## config.mk

```make
export PLATFORM = sky130hd
export DESIGN_NAME = thr_guard_ctrl
export DESIGN_NICKNAME = d
export VERILOG_FILES = /design/src/rtl/thr_guard_pkg.sv /design/src/rtl/thr_regif.sv /design/src/rtl/thr_channel.sv /design/src/rtl/thr_iso.sv /design/src/rtl/thr_guard_ctrl.sv
export SDC_FILE = /design/constraint.sdc
export NUM_CORES = 2
export LEC_CHECK = 0
export BUFFER_PORTS_ARGS = -buffer_cell sky130_fd_sc_hd__buf_2
export CORE_AREA = 10 10 252 254
export CTS_CLUSTER_SIZE = 16
export DETAILED_ROUTE_END_ITERATION = 12
export DIE_AREA = 0 0 262 264
export PLACE_DENSITY = 0.81
export SLEW_MARGIN = 30
export SYNTH_ARGS = -nofsm -noshare
export SYNTH_HDL_FRONTEND = slang
export SYNTH_SLANG_ARGS = --single-unit
```

## constraint.sdc

```tcl
create_clock -name clk -period 2.32 [get_ports clk]
set_input_delay 0.348 -clock clk [delete_from_list [all_inputs] [get_ports clk]]
set_output_delay 0.348 -clock clk [all_outputs]
set_load 0.01 [all_outputs]
```

## src/rtl/thr_guard_pkg.sv

```systemverilog
package thr_guard_pkg;
  // register addresses
  localparam int A_ARM   = 0;
  localparam int A_FIRE  = 1;
  localparam int A_ISO   = 2;
  localparam int A_TRIP  = 3;
  localparam int A_VALVE = 4;
  localparam int A_DUR   = 16;

  // per-thruster write command decoded from the register port
  typedef struct packed {
    logic arm_wr;
    logic arm_val;
    logic fire_wr;
    logic fire_val;
    logic trip_clr;
    logic dur_wr;
  } chan_cmd_t;
endpackage

```

## src/rtl/thr_regif.sv

```systemverilog
module thr_regif
  import thr_guard_pkg::*;
#(
  parameter int NUM_THR = 12,
  parameter int NUM_ISO = 2,
  parameter int DUR_W   = 16,
  parameter int ADDR_W  = 5,
  parameter int DATA_W  = 32
) (
  input  logic                       clk,
  input  logic                       rst,
  input  logic                       wr,
  input  logic                       rd,
  input  logic [ADDR_W-1:0]          addr,
  input  logic [DATA_W-1:0]          wdata,
  input  logic [NUM_THR-1:0]         arm_v,
  input  logic [NUM_THR-1:0]         fire_v,
  input  logic [NUM_THR-1:0]         trip_v,
  input  logic [NUM_THR-1:0]         valve_v,
  input  logic [NUM_ISO-1:0]         iso_v,
  input  logic [NUM_THR*DUR_W-1:0]   dur_flat,
  output chan_cmd_t [NUM_THR-1:0]    cmd,
  output logic                       iso_wr,
  output logic [DATA_W-1:0]          rdata,
  output logic                       rvalid
);
  logic [DATA_W-1:0] rdata_n;

  assign iso_wr = wr && (addr == ADDR_W'(A_ISO));

  for (genvar i = 0; i < NUM_THR; i++) begin : g_cmd
    assign cmd[i].arm_wr   = wr && (addr == ADDR_W'(A_ARM));
    assign cmd[i].arm_val  = wdata[i];
    assign cmd[i].fire_wr  = wr && (addr == ADDR_W'(A_FIRE));
    assign cmd[i].fire_val = wdata[i];
    assign cmd[i].trip_clr = wr && (addr == ADDR_W'(A_TRIP)) && wdata[i];
    assign cmd[i].dur_wr   = wr && (addr == ADDR_W'(A_DUR + i));
  end

  always_comb begin
    rdata_n = '0;
    if (addr == ADDR_W'(A_ARM))        rdata_n = DATA_W'(arm_v);
    else if (addr == ADDR_W'(A_FIRE))  rdata_n = DATA_W'(fire_v);
    else if (addr == ADDR_W'(A_ISO))   rdata_n = DATA_W'(iso_v);
    else if (addr == ADDR_W'(A_TRIP))  rdata_n = DATA_W'(trip_v);
    else if (addr == ADDR_W'(A_VALVE)) rdata_n = DATA_W'(valve_v);
    else begin
      for (int i = 0; i < NUM_THR; i++)
        if (addr == ADDR_W'(A_DUR + i))
          rdata_n = DATA_W'(dur_flat[i*DUR_W +: DUR_W]);
    end
  end

  always_ff @(posedge clk) begin
    if (rst) begin
      rdata  <= '0;
      rvalid <= 1'b0;
    end else begin
      rvalid <= rd;
      if (rd) rdata <= rdata_n;
    end
  end


  rvalid_chk: assert property (@(posedge clk) disable iff (rst) rd |=> rvalid);

  no_spur_rvalid_chk: assert property (@(posedge clk) disable iff (rst) !rd |=> !rvalid);
endmodule

```

## src/rtl/thr_channel.sv

```systemverilog
module thr_channel
  import thr_guard_pkg::*;
#(
  parameter int DUR_W    = 16,
  parameter int WD_LIMIT = 50000
) (
  input  logic             clk,
  input  logic             rst,
  input  chan_cmd_t        cmd,
  input  logic [DUR_W-1:0] wdur,
  input  logic             cutoff,
  output logic             arm_o,
  output logic             fire_o,
  output logic             trip_o,
  output logic             valve_o,
  output logic [DUR_W-1:0] dur_o
);
  localparam int WD_W = (WD_LIMIT > 2) ? $clog2(WD_LIMIT) : 1;

  logic             arm_q, arm_n, fire_q, fire_n, trip_q, trip_n, valve_q, valve_n;
  logic [DUR_W-1:0] timer_q, timer_n, dur_q, dur_n;
  logic [WD_W-1:0]  wd_q, wd_n;

  always_comb begin
    arm_n   = arm_q;
    fire_n  = fire_q;
    trip_n  = trip_q;
    timer_n = timer_q;
    dur_n   = dur_q;
    wd_n    = '0;
    // hardware timing of an open valve
    if (valve_q) begin
      wd_n = wd_q + 1'b1;
      if (timer_q == DUR_W'(1)) begin
        fire_n  = 1'b0;
        timer_n = '0;
      end else begin
        timer_n = timer_q - 1'b1;
      end
    end
    // register writes
    if (cmd.dur_wr) dur_n = wdur;
    if (cmd.arm_wr) arm_n = cmd.arm_val;
    if (cmd.fire_wr) begin
      if (!cmd.fire_val) begin
        fire_n = 1'b0;
      end else if (dur_q != '0) begin
        fire_n  = 1'b1;
        timer_n = dur_q;
      end
    end
    if (cmd.trip_clr) trip_n = 1'b0;
    // watchdog overrides everything
    if (valve_q && (wd_q == WD_W'(WD_LIMIT - 1))) begin
      trip_n = 1'b1;
      arm_n  = 1'b0;
      fire_n = 1'b0;
      wd_n   = '0;
    end
    if (cutoff) fire_n = 1'b0;
    valve_n = arm_n && fire_n && !cutoff;
  end

  always_ff @(posedge clk) begin
    if (rst) begin
      arm_q   <= 1'b0;
      fire_q  <= 1'b0;
      trip_q  <= 1'b0;
      valve_q <= 1'b0;
      timer_q <= '0;
      dur_q   <= '0;
      wd_q    <= '0;
    end else begin
      arm_q   <= arm_n;
      fire_q  <= fire_n;
      trip_q  <= trip_n;
      valve_q <= valve_n;
      timer_q <= timer_n;
      dur_q   <= dur_n;
      wd_q    <= wd_n;
    end
  end

  assign arm_o   = arm_q;
  assign fire_o  = fire_q;
  assign trip_o  = trip_q;
  assign valve_o = valve_q;
  assign dur_o   = dur_q;


  valve_gate_chk: assert property (@(posedge clk) disable iff (rst) valve_q |-> (arm_q && fire_q));

  cutoff_close_chk: assert property (@(posedge clk) disable iff (rst) cutoff |=> !valve_q);

  wd_bound_chk: assert property (@(posedge clk) disable iff (rst) valve_q |-> (int'(wd_q) < WD_LIMIT));

  trip_disarm_chk: assert property (@(posedge clk) disable iff (rst) $rose(trip_q) |-> (!arm_q && !valve_q));

  done_close_chk: assert property (@(posedge clk) disable iff (rst)
    (valve_q && timer_q == DUR_W'(1) && !cmd.fire_wr) |=> !valve_q);
endmodule

```

## src/rtl/thr_iso.sv

```systemverilog
module thr_iso #(
  parameter int NUM_ISO = 2
) (
  input  logic               clk,
  input  logic               rst,
  input  logic               wr,
  input  logic [NUM_ISO-1:0] wval,
  input  logic               cutoff,
  output logic [NUM_ISO-1:0] en_o,
  output logic [NUM_ISO-1:0] valve_o
);
  logic [NUM_ISO-1:0] en_q, en_n, valve_q;

  assign en_n = wr ? wval : en_q;

  always_ff @(posedge clk) begin
    if (rst) begin
      en_q    <= '0;
      valve_q <= '0;
    end else begin
      en_q    <= en_n;
      valve_q <= cutoff ? '0 : en_n;
    end
  end

  assign en_o    = en_q;
  assign valve_o = valve_q;


  iso_cut_chk: assert property (@(posedge clk) disable iff (rst) cutoff |=> (valve_q == '0));

  iso_follow_chk: assert property (@(posedge clk) disable iff (rst)
    (!cutoff && wr) |=> (valve_q == $past(wval)));
endmodule

```

## src/rtl/thr_guard_ctrl.sv

```systemverilog
module thr_guard_ctrl
  import thr_guard_pkg::*;
#(
  parameter int NUM_THR  = 12,
  parameter int NUM_ISO  = 2,
  parameter int DUR_W    = 16,
  parameter int WD_LIMIT = 50000,
  parameter int ADDR_W   = 5,
  parameter int DATA_W   = 32
) (
  input  logic               clk,
  input  logic               rst,
  input  logic               reg_wr,
  input  logic               reg_rd,
  input  logic [ADDR_W-1:0]  reg_addr,
  input  logic [DATA_W-1:0]  reg_wdata,
  output logic [DATA_W-1:0]  reg_rdata,
  output logic               reg_rvalid,
  input  logic               iso_cutoff,
  output logic [NUM_THR-1:0] thr_valve,
  output logic [NUM_ISO-1:0] iso_valve
);
  chan_cmd_t [NUM_THR-1:0]  cmd;
  logic [NUM_THR-1:0]       arm_v, fire_v, trip_v, valve_v;
  logic [NUM_ISO-1:0]       iso_en;
  logic [NUM_THR*DUR_W-1:0] dur_flat;
  logic                     iso_wr;

  thr_regif #(
    .NUM_THR(NUM_THR), .NUM_ISO(NUM_ISO), .DUR_W(DUR_W),
    .ADDR_W(ADDR_W), .DATA_W(DATA_W)
  ) u_regif (
    .clk(clk), .rst(rst), .wr(reg_wr), .rd(reg_rd), .addr(reg_addr), .wdata(reg_wdata),
    .arm_v(arm_v), .fire_v(fire_v), .trip_v(trip_v), .valve_v(valve_v), .iso_v(iso_en),
    .dur_flat(dur_flat), .cmd(cmd), .iso_wr(iso_wr), .rdata(reg_rdata), .rvalid(reg_rvalid)
  );

  for (genvar i = 0; i < NUM_THR; i++) begin : g_chan
    thr_channel #(.DUR_W(DUR_W), .WD_LIMIT(WD_LIMIT)) u_chan (
      .clk(clk), .rst(rst), .cmd(cmd[i]), .wdur(reg_wdata[DUR_W-1:0]), .cutoff(iso_cutoff),
      .arm_o(arm_v[i]), .fire_o(fire_v[i]), .trip_o(trip_v[i]), .valve_o(valve_v[i]),
      .dur_o(dur_flat[i*DUR_W +: DUR_W])
    );
  end

  thr_iso #(.NUM_ISO(NUM_ISO)) u_iso (
    .clk(clk), .rst(rst), .wr(iso_wr), .wval(reg_wdata[NUM_ISO-1:0]), .cutoff(iso_cutoff),
    .en_o(iso_en), .valve_o(iso_valve)
  );

  assign thr_valve = valve_v;


  reset_quiet_chk: assert property (@(posedge clk) rst |=> (thr_valve == '0 && iso_valve == '0));
endmodule

```

==> flow_metrics.env <==
export IMPL_slew_violations=0
export IMPL_finalSetupViolCount=0
export IMPL_io_buffer_count=56
export IMPL_synthFlopType="dfxtp_1"
export IMPL_initial_utilization_pct=54.5
export IMPL_run_status="finished clean"
export IMPL_worst_slew_pin_slew_ns=0.710
export IMPL_ir_drop_mv=0.736
export IMPL_fin_nets=4104
export IMPL_layout_drive_gt1_share_pct=11.7
export IMPL_drt_pass1_iter_count=9
export IMPL_cp_start_kind="flip-flop"
export IMPL_drt_iter0_drc=3511
export IMPL_grt_pass1_vias=27900
export IMPL_coreArea_um2=58500
export IMPL_antenna_found_initial=10
export IMPL_synthArstFlopShare_pct=0
export IMPL_multiInputGateArea_um2=17400
export IMPL_period_share_pct=94.0
export IMPL_io_pins=89
export IMPL_ys_ff_latch=645
export IMPL_min_period_ns=2.18
export IMPL_cts_buffers=70
export IMPL_crit_fanout=6
export IMPL_muxShareOfSynthArea_pct=3.02
export IMPL_fin_worst_skew_ns=0.0295
export IMPL_final_common_cell="dfxtp_1"
export IMPL_dpl_hpwl_mm=73.1
export IMPL_leakage_nw=13.0
export IMPL_p_total_mw=23.5
export IMPL_yosysUniqueCellTypes=90
export IMPL_cts_hold_fix_buffers=0
export IMPL_cts_buffer_depth=3
export IMPL_via_per_inst=6.16
export IMPL_synth_edf_count=0
export IMPL_synth_xor_area_share_pct=9.23
export IMPL_fmax_mhz=459
export IMPL_synthAdderAreaFrac_pct=1.41
export IMPL_power_density_nw_per_um2=648
export IMPL_synth_compound_area_share_pct=11.7
export IMPL_clkLatencyLatePin_ns=0.63
export IMPL_maxCapViolations=0
export IMPL_avgSynthCellArea_um2=8.14
export IMPL_syn_to_final_growth_pct=13.8
export IMPL_whs_path_depth=2
export IMPL_worstPathArrival_ns=2.67
export IMPL_synthSimpleGateAreaFrac_pct=29.0
export IMPL_dp_cells=4727
export IMPL_rsz0062_at_grt="false"
export IMPL_critPathRequiredTime_ns=2.81
export IMPL_dieArea_um2=69200
export IMPL_grt_use_total_pct=28.3
export IMPL_clkTransAtPathRegs_ns=0.06
export IMPL_synth_top_family_by_area="simple AND/OR/NAND/NOR gates"
export IMPL_wl_per_cell_um=20.9
export IMPL_synth_seq_area_share_pct=40.5
export IMPL_die_w_um=262
export IMPL_fin_setup_tns_ns=0
export IMPL_routed_wl_mm=101
export IMPL_grt_max_degree=114
export IMPL_seqCellArea_um2=12900
export IMPL_slew_headroom_pct=52.2
export IMPL_hold_class="in2reg"
export IMPL_ant_nets=0
export IMPL_instances_no_fill=4858
export IMPL_num_fill_cells=4987
export IMPL_drc_errors=0
export IMPL_clock_root_buffer="clkbuf_16"
export IMPL_cts_tree="yes"
export IMPL_cts_resized=0
export IMPL_endpoint_kind="flip-flop"
export IMPL_finalHoldViolCount=0
export IMPL_syn_area_um2=31900
export IMPL_grt_remaining_overflow=0
export IMPL_r2r_cells=4
export IMPL_grt_pass1_wl_mm=157
export IMPL_fp_dieH_um=264
export IMPL_r2r_setup_slack_ns=0.14
export IMPL_gp_congestion=1.08
export IMPL_layout_common_cells="dfxtp_1, nand2_1, nor2_1, nand3_1, a21oi_1"
export IMPL_cts_setup_buffers=0
export IMPL_numClockSinks=645
export IMPL_path_class="reg2reg"
export IMPL_row_count=89
export IMPL_dr_total_vias=29900
export IMPL_yosysWarnings=0
export IMPL_synth_cells=3918
export IMPL_utilization_pct=62.1
export IMPL_htreeDepth=3
[sequential cells by signal, summed over array words and instances (netlist names)]
register / cells
g_chan.u_chan.timer_q: 192
g_chan.u_chan.dur_o: 192
u_regif.rdata: 16
g_chan.u_chan.trip_o: 12
g_chan.u_chan.arm_o: 12
u_regif.rvalid: 1
u_iso.valve_o: 2
g_chan.u_chan.valve_o: 12
g_chan.u_chan.fire_o: 12
u_iso.en_o: 2
g_chan.u_chan.wd_q: 192
[per-stage QoR]
stage          setup WS [ns]  hold WS (ns)  instance area [µm²]
2_1_floorplan          0.216         0.413                31900
3_3_place_gp         -0.0838         0.425                34000
3_5_place_dp         -0.0552         0.433                34000
4_1_cts                0.141        0.0365                36300
5_1_grt               0.0152        0.0440                36300
6_report               0.140        0.0671                36300
[where the power goes]
part | leakage (nW) | switching [mW] | internal, mW
registers | 5.20 | 0.0575 | 11.1
logic | 6.70 | 0.768 | 0.322
clock network | 1.13 | 4.69 | 6.57
total | 13.0 | 5.51 | 18.0
[worst max-delay path, stage by stage, from the launching register on]
cell	delay, ns
dfxtp_1	0.33
or4_4	0.56
or4_4	0.54
o211ai_1	0.48
o2bb2ai_1	0.14
[cells by family after synthesis]
kind of cell,count (synthesis)
muxes,92
and+or+nand+nor,1852
adders and majority gates,36
other,1
DFF,645
AOI/OAI and AO/OA,598
buffers and inverters,358
xor gates and xnor gates,336
[layer usage]
layer  GRT usage (%)  up-vias  routed length, µm
li1                -    14000                  -
met1            36.1    14100              40600
met2            44.6     1455              45700
met3            6.35      335               9920
met4            13.6       16               5140
met5               0        -                 98
[final timing paths]
check                                                  from                           end
worst max register to register  g_chan[8].u_chan.timer_q[6]  g_chan[8].u_chan.timer_q[13]
worst max-delay path            g_chan[8].u_chan.timer_q[6]  g_chan[8].u_chan.timer_q[13]
worst min register to register     g_chan[3].u_chan.wd_q[0]      g_chan[3].u_chan.wd_q[0]
worst min-delay path                                    rst     g_chan[2].u_chan.dur_o[5]
[synthesized netlist by cell type (8+ instances only)]
master,number,area [µm²]
and4_1,12,105
or3_1,17,106
a221oi_1,8,70.1
o22ai_1,10,62.6
nor2b_1,12,75.1
o2bb2ai_1,22,193
buf_1,8,30.0
and2_1,15,93.8
dfxtp_1,645,12900
xnor2_1,198,1730
nand3_1,384,1920
or4b_2,9,90.1
nand2b_1,19,119
a221o_1,9,90.1
nand2_1,498,1870
a22oi_1,15,113
a211oi_1,25,188
nand3b_1,16,120
o32ai_1,16,140
xor2_1,138,1210
nor2_1,412,1550
nor3b_1,13,97.6
a2bb2oi_1,8,70.1
inv_1,72,270
o21ai_0,29,145
nand4bb_1,8,90.1
a22o_1,11,96.3
buf_4,31,233
nor4_1,90,563
ha_1,36,450
o21a_1,9,67.6
nand4b_1,13,114
o211ai_1,19,143
nor3_1,90,450
buf_2,81,405
clkbuf_1,160,601
nand4_1,81,507
and3_1,56,350
or4_1,17,128
or2_2,8,50.1
nor4b_1,28,245
a21oi_1,348,1740
nor4bb_1,9,90.1
mux2i_1,85,851
[final cells by class]
class                      instances  area share [%]
clock buffer                     102            5.61
clock inverter                    24           0.703
antenna                            5          0.0345
multi-input combinational       2930            48.0
tap                              773            2.66
sequential                       645            35.6
inverter                          72           0.745
timing repair buffer             307            6.62
Note: power is estimated with default switching activity, not from simulation.
